**src/rtl/i2c_slv_status_pkg.sv**
```systemverilog
package i2c_slv_status_pkg;
  localparam int unsigned STAT_W = 8;
  localparam int unsigned RSVD_W = STAT_W - 6;

  typedef struct packed {
    logic [RSVD_W-1:0] rsvd;
    logic              data_last;
    logic              stop_seen;
    logic              start_seen;
    logic              rd_dir;
    logic              addr_upd;
    logic              buf_full;
  } stat_t;

  typedef struct packed {
    logic start;
    logic stop;
  } cond_t;
endpackage

```
**src/rtl/i2c_bus_cond_det.sv**
```systemverilog
module i2c_bus_cond_det
  import i2c_slv_status_pkg::*;
(
  input  logic  clk_i,
  input  logic  rst_ni,
  input  logic  en_i,
  input  logic  sda_i,
  input  logic  scl_i,
  output cond_t cond_o,
  output logic  start_seen_o,
  output logic  stop_seen_o
);
  logic sda_q, scl_q;
  logic scl_hi;
  logic start_q, stop_q;

  always_ff @(posedge clk_i or negedge rst_ni) begin
    if (!rst_ni) begin
      sda_q <= 1'b1;
      scl_q <= 1'b1;
    end else begin
      sda_q <= sda_i;
      scl_q <= scl_i;
    end
  end

  assign scl_hi       = scl_q & scl_i;
  assign cond_o.start = en_i & scl_hi & sda_q & ~sda_i;
  assign cond_o.stop  = en_i & scl_hi & ~sda_q & sda_i;

  // most recent condition wins; disable wipes both
  always_ff @(posedge clk_i or negedge rst_ni) begin
    if (!rst_ni) begin
      start_q <= 1'b0;
      stop_q  <= 1'b0;
    end else if (!en_i) begin
      start_q <= 1'b0;
      stop_q  <= 1'b0;
    end else if (cond_o.start) begin
      start_q <= 1'b1;
      stop_q  <= 1'b0;
    end else if (cond_o.stop) begin
      start_q <= 1'b0;
      stop_q  <= 1'b1;
    end
  end

  assign start_seen_o = start_q;
  assign stop_seen_o  = stop_q;
endmodule

```
**src/rtl/i2c_xfer_flags.sv**
```systemverilog
module i2c_xfer_flags
  import i2c_slv_status_pkg::*;
(
  input  logic  clk_i,
  input  logic  rst_ni,
  input  cond_t cond_i,
  input  logic  byte_done_i,
  input  logic  addr_match_i,
  input  logic  rw_bit_i,
  input  logic  nack_i,
  input  logic  buf_read_i,
  input  logic  tx_load_i,
  input  logic  ten_bit_i,
  input  logic  addr_wr_i,
  output logic  data_last_o,
  output logic  rd_dir_o,
  output logic  buf_full_o,
  output logic  addr_upd_o
);
  logic da_q, rw_q, bf_q, ua_q;
  logic bf_set, bf_clr, rw_kill, ua_set;

  assign rw_kill = cond_i.start | cond_i.stop | nack_i;
  assign bf_set  = addr_match_i | (byte_done_i & ~rw_q) | tx_load_i;
  assign bf_clr  = buf_read_i | (byte_done_i & rw_q);
  assign ua_set  = addr_match_i & ten_bit_i;

  always_ff @(posedge clk_i or negedge rst_ni) begin
    if (!rst_ni) begin
      da_q <= 1'b0;
      rw_q <= 1'b0;
      bf_q <= 1'b0;
      ua_q <= 1'b0;
    end else begin
      if (addr_match_i)     da_q <= 1'b0;
      else if (byte_done_i) da_q <= 1'b1;

      if (addr_match_i)     rw_q <= rw_bit_i;
      else if (rw_kill)     rw_q <= 1'b0;

      if (bf_set)           bf_q <= 1'b1;
      else if (bf_clr)      bf_q <= 1'b0;

      if (ua_set)           ua_q <= 1'b1;
      else if (addr_wr_i)   ua_q <= 1'b0;
    end
  end

  assign data_last_o = da_q;
  assign rd_dir_o    = rw_q;
  assign buf_full_o  = bf_q;
  assign addr_upd_o  = ua_q;
endmodule

```
**src/rtl/i2c_status_pack.sv**
```systemverilog
module i2c_status_pack
  import i2c_slv_status_pkg::*;
(
  input  logic              data_last_i,
  input  logic              stop_seen_i,
  input  logic              start_seen_i,
  input  logic              rd_dir_i,
  input  logic              addr_upd_i,
  input  logic              buf_full_i,
  output logic [STAT_W-1:0] word_o
);
  stat_t s;
  always_comb begin
    s            = '0;
    s.data_last  = data_last_i;
    s.stop_seen  = stop_seen_i;
    s.start_seen = start_seen_i;
    s.rd_dir     = rd_dir_i;
    s.addr_upd   = addr_upd_i;
    s.buf_full   = buf_full_i;
  end
  assign word_o = s;
endmodule

```
**src/rtl/i2c_slv_status.sv**
```systemverilog
module i2c_slv_status
  import i2c_slv_status_pkg::*;
(
  input  logic              clk_i,
  input  logic              rst_ni,
  input  logic              en_i,
  input  logic              sda_i,
  input  logic              scl_i,
  input  logic              byte_done_i,
  input  logic              addr_match_i,
  input  logic              rw_bit_i,
  input  logic              nack_i,
  input  logic              buf_read_i,
  input  logic              tx_load_i,
  input  logic              ten_bit_i,
  input  logic              addr_wr_i,
  output logic [STAT_W-1:0] status_o
);
  cond_t cond;
  logic  start_seen, stop_seen, data_last, rd_dir, buf_full, addr_upd;

  i2c_bus_cond_det u_cond (
    .clk_i        (clk_i),
    .rst_ni       (rst_ni),
    .en_i         (en_i),
    .sda_i        (sda_i),
    .scl_i        (scl_i),
    .cond_o       (cond),
    .start_seen_o (start_seen),
    .stop_seen_o  (stop_seen)
  );

  i2c_xfer_flags u_flags (
    .clk_i        (clk_i),
    .rst_ni       (rst_ni),
    .cond_i       (cond),
    .byte_done_i  (byte_done_i),
    .addr_match_i (addr_match_i),
    .rw_bit_i     (rw_bit_i),
    .nack_i       (nack_i),
    .buf_read_i   (buf_read_i),
    .tx_load_i    (tx_load_i),
    .ten_bit_i    (ten_bit_i),
    .addr_wr_i    (addr_wr_i),
    .data_last_o  (data_last),
    .rd_dir_o     (rd_dir),
    .buf_full_o   (buf_full),
    .addr_upd_o   (addr_upd)
  );

  i2c_status_pack u_pack (
    .data_last_i  (data_last),
    .stop_seen_i  (stop_seen),
    .start_seen_i (start_seen),
    .rd_dir_i     (rd_dir),
    .addr_upd_i   (addr_upd),
    .buf_full_i   (buf_full),
    .word_o       (status_o)
  );
endmodule

```
**config.mk**
```make
export PLATFORM = sky130hd
export DESIGN_NAME = i2c_slv_status
export DESIGN_NICKNAME = d
export VERILOG_FILES = /design/src/rtl/i2c_slv_status_pkg.sv /design/src/rtl/i2c_bus_cond_det.sv /design/src/rtl/i2c_xfer_flags.sv /design/src/rtl/i2c_status_pack.sv /design/src/rtl/i2c_slv_status.sv
export SDC_FILE = /design/constraint.sdc
export NUM_CORES = 1
export LEC_CHECK = 0
export BUFFER_PORTS_ARGS = -buffer_cell sky130_fd_sc_hd__buf_2
export CORE_AREA = 8 8 45 47
export CTS_BUF_LIST = sky130_fd_sc_hd__clkbuf_16
export CTS_CLUSTER_DIAMETER = 40
export CTS_CLUSTER_SIZE = 20
export DETAILED_ROUTE_END_ITERATION = 8
export DIE_AREA = 0 0 53 55
export HOLD_SLACK_MARGIN = 0.15
export PLACE_DENSITY_LB_ADDON = 0.25
export SLEW_MARGIN = 20
export SYNTH_ARGS = -nofsm -noshare
export SYNTH_HDL_FRONTEND = slang
export SYNTH_SLANG_ARGS = --single-unit
```
**constraint.sdc**
```tcl
create_clock -name clk_i -period 1.87 [get_ports clk_i]
set_clock_uncertainty 0.2 [all_clocks]
set_input_delay 0.187 -clock clk_i [delete_from_list [all_inputs] [get_ports clk_i]]
set_output_delay 0.187 -clock clk_i [all_outputs]
set_load 0.02 [all_outputs]
```
==> out/metrics.cfg <==
[synthesis]
netlist_area_um2 = 388
yosys-top-cells-area = sky130_fd_sc_hd__dfrtp_1 39%, sky130_fd_sc_hd__buf_4 15%, sky130_fd_sc_hd__dfstp_2 14%
post_synthesis_cells = 38
seq_area_frac_synth_pct = 52.3
synth_area_leader_cell = sky130_fd_sc_hd__dfrtp_1
post-synth-top-area-fraction_pct = 38.7
yosys_warning_total = 0
syn-mean-instance-area_um2 = 10.2
synth_seq_cells = 8
synthDistinctLibCells = 18

[layout]
antenna-diode-count = 0
ratio_of_cells_with_drive_above_1_in_the_final_layout_pct = 35.4
num-nets-final = 79
fillerInstances = 126
finalNonFillerCells = 81
final_area_um2 = 646
post-route-util_pct = 46.7
area_growth_from_synthesis_to_layout_pct = 66.5

[clock_network]
tritoncts.num_buffers = 3
ctsRootBufferMaster = sky130_fd_sc_hd__clkbuf_16
cts-htree-levels = 1
cts.sinks = 8
cts.repair_timing.setup_buffer_count = 0
clk_latency_worst_skew_pair_ps = 230
max-clock-path-buffers = 2
cts_tree = done
clkTransAtPathRegs_ps = 40

[floorplanning]
die_h_um = 55
core_region_area_um2 = 1380
rows = 14
effective_utilization_at_floorplan_pct = 28.0
pin_count = 21
floorplan.die.width_um = 53
fp.dieArea_um2 = 2920

[placed_design]
post_dp_cell_area_um2 = 442
dp_cells = 65
buffer_ports.inserted = 18
dp_hpwl_um = 699
gpl.final_weighted_congestion = 0.696

[critical_path]
worstRegToRegCells = 3
crit_path_max_fanout = 5
worst-endpoint-required_ps = 1780
worstSetupStartpointType = primary input
worst-endpoint-arrival_ps = 1700
reg2reg_slack_ps = 220
startpoint_of_the_lowest_slack_register_to_register_path = u_flags.rd_dir_o
critPathCaptureType = flop
rr_endpoint = u_flags.buf_full_o
critical_path_origin = addr_match_i
critical_path_sink = u_flags.buf_full_o
path_class = primary input to flop

[global_route]
overflow = 0
antenna_violations_before_repair = 0
grt_pass1_vias = 355
grt_usage_pct = 7.53
grt_pass1_wl_um = 1610
largest_net_degree_at_the_start_of_global_routing = 7

[timing]
hold_viol_final = 0
max_freq_ghz = 0.557
rsz0062_at_grt = no
finalSetupViolations = 0
min_period_over_period_pct = 96.1
setup_total_negative_slack_ps = 0
final.min_clock_period_ps = 1800
final-max-slew-violation-count = 0

[detailed_routing]
remaining_drc_errors = 0
vias = 347
wl_um = 973
drt.antenna.violating_nets = 0
drtIter0Drc = 6
avgRoutedWirePerCell_um = 12.0
avgViaCountPerCell = 4.28
first_pass_iters = 3

[min_path]
holdCritPathClass = primary input to asynchronous set/reset pin

[pwr]
vdd_ir_drop_max_uv = 514
power.total_uw = 634
power-per-cell-area_nw_per_um2 = 981
leakage_nw = 0.313

[outcome]
outcome = complete, no violations

[job]
max_cap_violations = 0

## layout by cell type (no fill, tap or decap)
| master | count |
|---|---|
| sky130_fd_sc_hd__buf_2 | 17 |
| sky130_fd_sc_hd__dlygate4sd3_1 | 13 |
| sky130_fd_sc_hd__dfrtp_1 | 6 |
| sky130_fd_sc_hd__nor2_1 | 4 |
| sky130_fd_sc_hd__inv_1 | 3 |
| sky130_fd_sc_hd__nand2_1 | 3 |
| sky130_fd_sc_hd__clkbuf_16 | 3 |
| sky130_fd_sc_hd__o21ai_0 | 2 |
| sky130_fd_sc_hd__conb_1 | 2 |
| sky130_fd_sc_hd__dfstp_2 | 2 |
| sky130_fd_sc_hd__nor2b_1 | 1 |
| sky130_fd_sc_hd__a2111o_1 | 1 |
| sky130_fd_sc_hd__xor2_1 | 1 |
| sky130_fd_sc_hd__nand4_1 | 1 |
| sky130_fd_sc_hd__a32o_1 | 1 |
| sky130_fd_sc_hd__and3b_2 | 1 |
| sky130_fd_sc_hd__nand3_1 | 1 |
| sky130_fd_sc_hd__a21oi_1 | 1 |
| sky130_fd_sc_hd__a31oi_1 | 1 |
| sky130_fd_sc_hd__o32ai_1 | 1 |
## per-stage QoR
| step | setup WS [ps] | hold slack, ps |
|---|---|---|
| 4_1_cts | 28.3 | 266 |
| 6_report | 73.5 | 271 |
| 3_3_place_gp | 540 | -161 |
| 2_1_floorplan | 555 | -309 |
| 3_5_place_dp | 488 | -163 |
| 5_1_grt | 32.8 | 290 |
## cell usage after synthesis, drive strengths merged
master and instances:
buf 8, dfrtp 6, nor2 4, nand2 3, dfstp 2, inv 2
o21ai 2, a2111o 1, a21oi 1, a31oi 1, a32o 1, and3b 1
conb 1, nand3 1, nand4 1, nor2b 1, o32ai 1, xor2 1
## layer usage
metal	track usage (%)	vias up	wire length [µm]	part of all wire, %
li1	-	172	-	-
met1	9.26	159	445	46
met2	9.96	16	392	40
met3	3.74	0	136	14
met4	5.17	0	0	0
met5	0	-	0	0
## state kept, by name, summed over array words and instances, names as in the netlist
register	flops
u_flags.buf_full_o	1
u_flags.rd_dir_o	1
u_cond.sda_q	1
u_flags.addr_upd_o	1
u_cond.stop_seen_o	1
u_cond.scl_q	1
u_cond.start_seen_o	1
u_flags.data_last_o	1
## power by group
| part | internal (mW) | total [mW] | switching (mW) |
|---|---|---|---|
| Combinational | 0.0424 | 0.0819 | 0.0395 |
| Sequential | 0.187 | 0.194 | 0.00746 |
| Clock | 0.278 | 0.357 | 0.0795 |
## cell type report
| type | instances | area (µm²) | area share (%) |
|---|---|---|---|
| clock inverter | 1 | 3.75 | 0.581 |
| clock buffer | 3 | 75.1 | 11.6 |
| multi-input combinational | 21 | 121 | 18.8 |
| tap | 16 | 20.0 | 3.10 |
| sequential | 8 | 203 | 31.4 |
| inverter | 2 | 7.51 | 1.16 |
| timing repair buffer | 30 | 215 | 33.3 |
## timing repair
| action | 4_1_cts | 5_1_grt |
|---|---|---|
| resized for setup | 0 | 0 |
| setup endpoints to repair | 0 | 1 |
| hold endpoints to repair | 16 | 0 |
| hold buffers | 13 | 0 |
## critical path, stage by stage
cell and delay (ps):
sky130_fd_sc_hd__dlygate4sd3_1 610, sky130_fd_sc_hd__a2111o_1 350, sky130_fd_sc_hd__dlygate4sd3_1 560
## how the worst min path moves through the flow
stage	to	slack (ps)	cells after the start
finish	u_cond.sda_q	270	2
global route	u_cond.sda_q	290	2
CTS	u_cond.sda_q	270	2
detailed placement	u_flags.rd_dir_o	-160	1
global placement	u_flags.rd_dir_o	-160	1
floorplan	u_cond.start_seen_o	-310	0
## logic make-up after synthesis
kind of cell              share of synthesized area (%)
xor gates and xnor gates                           2.26
AOI/OAI and AO/OA                                  13.2
other                                             0.967
and+or+nand+nor                                    13.9
DFF                                                52.3
buffers and inverters                              17.4
Note: power is estimated with default switching activity, not from simulation.
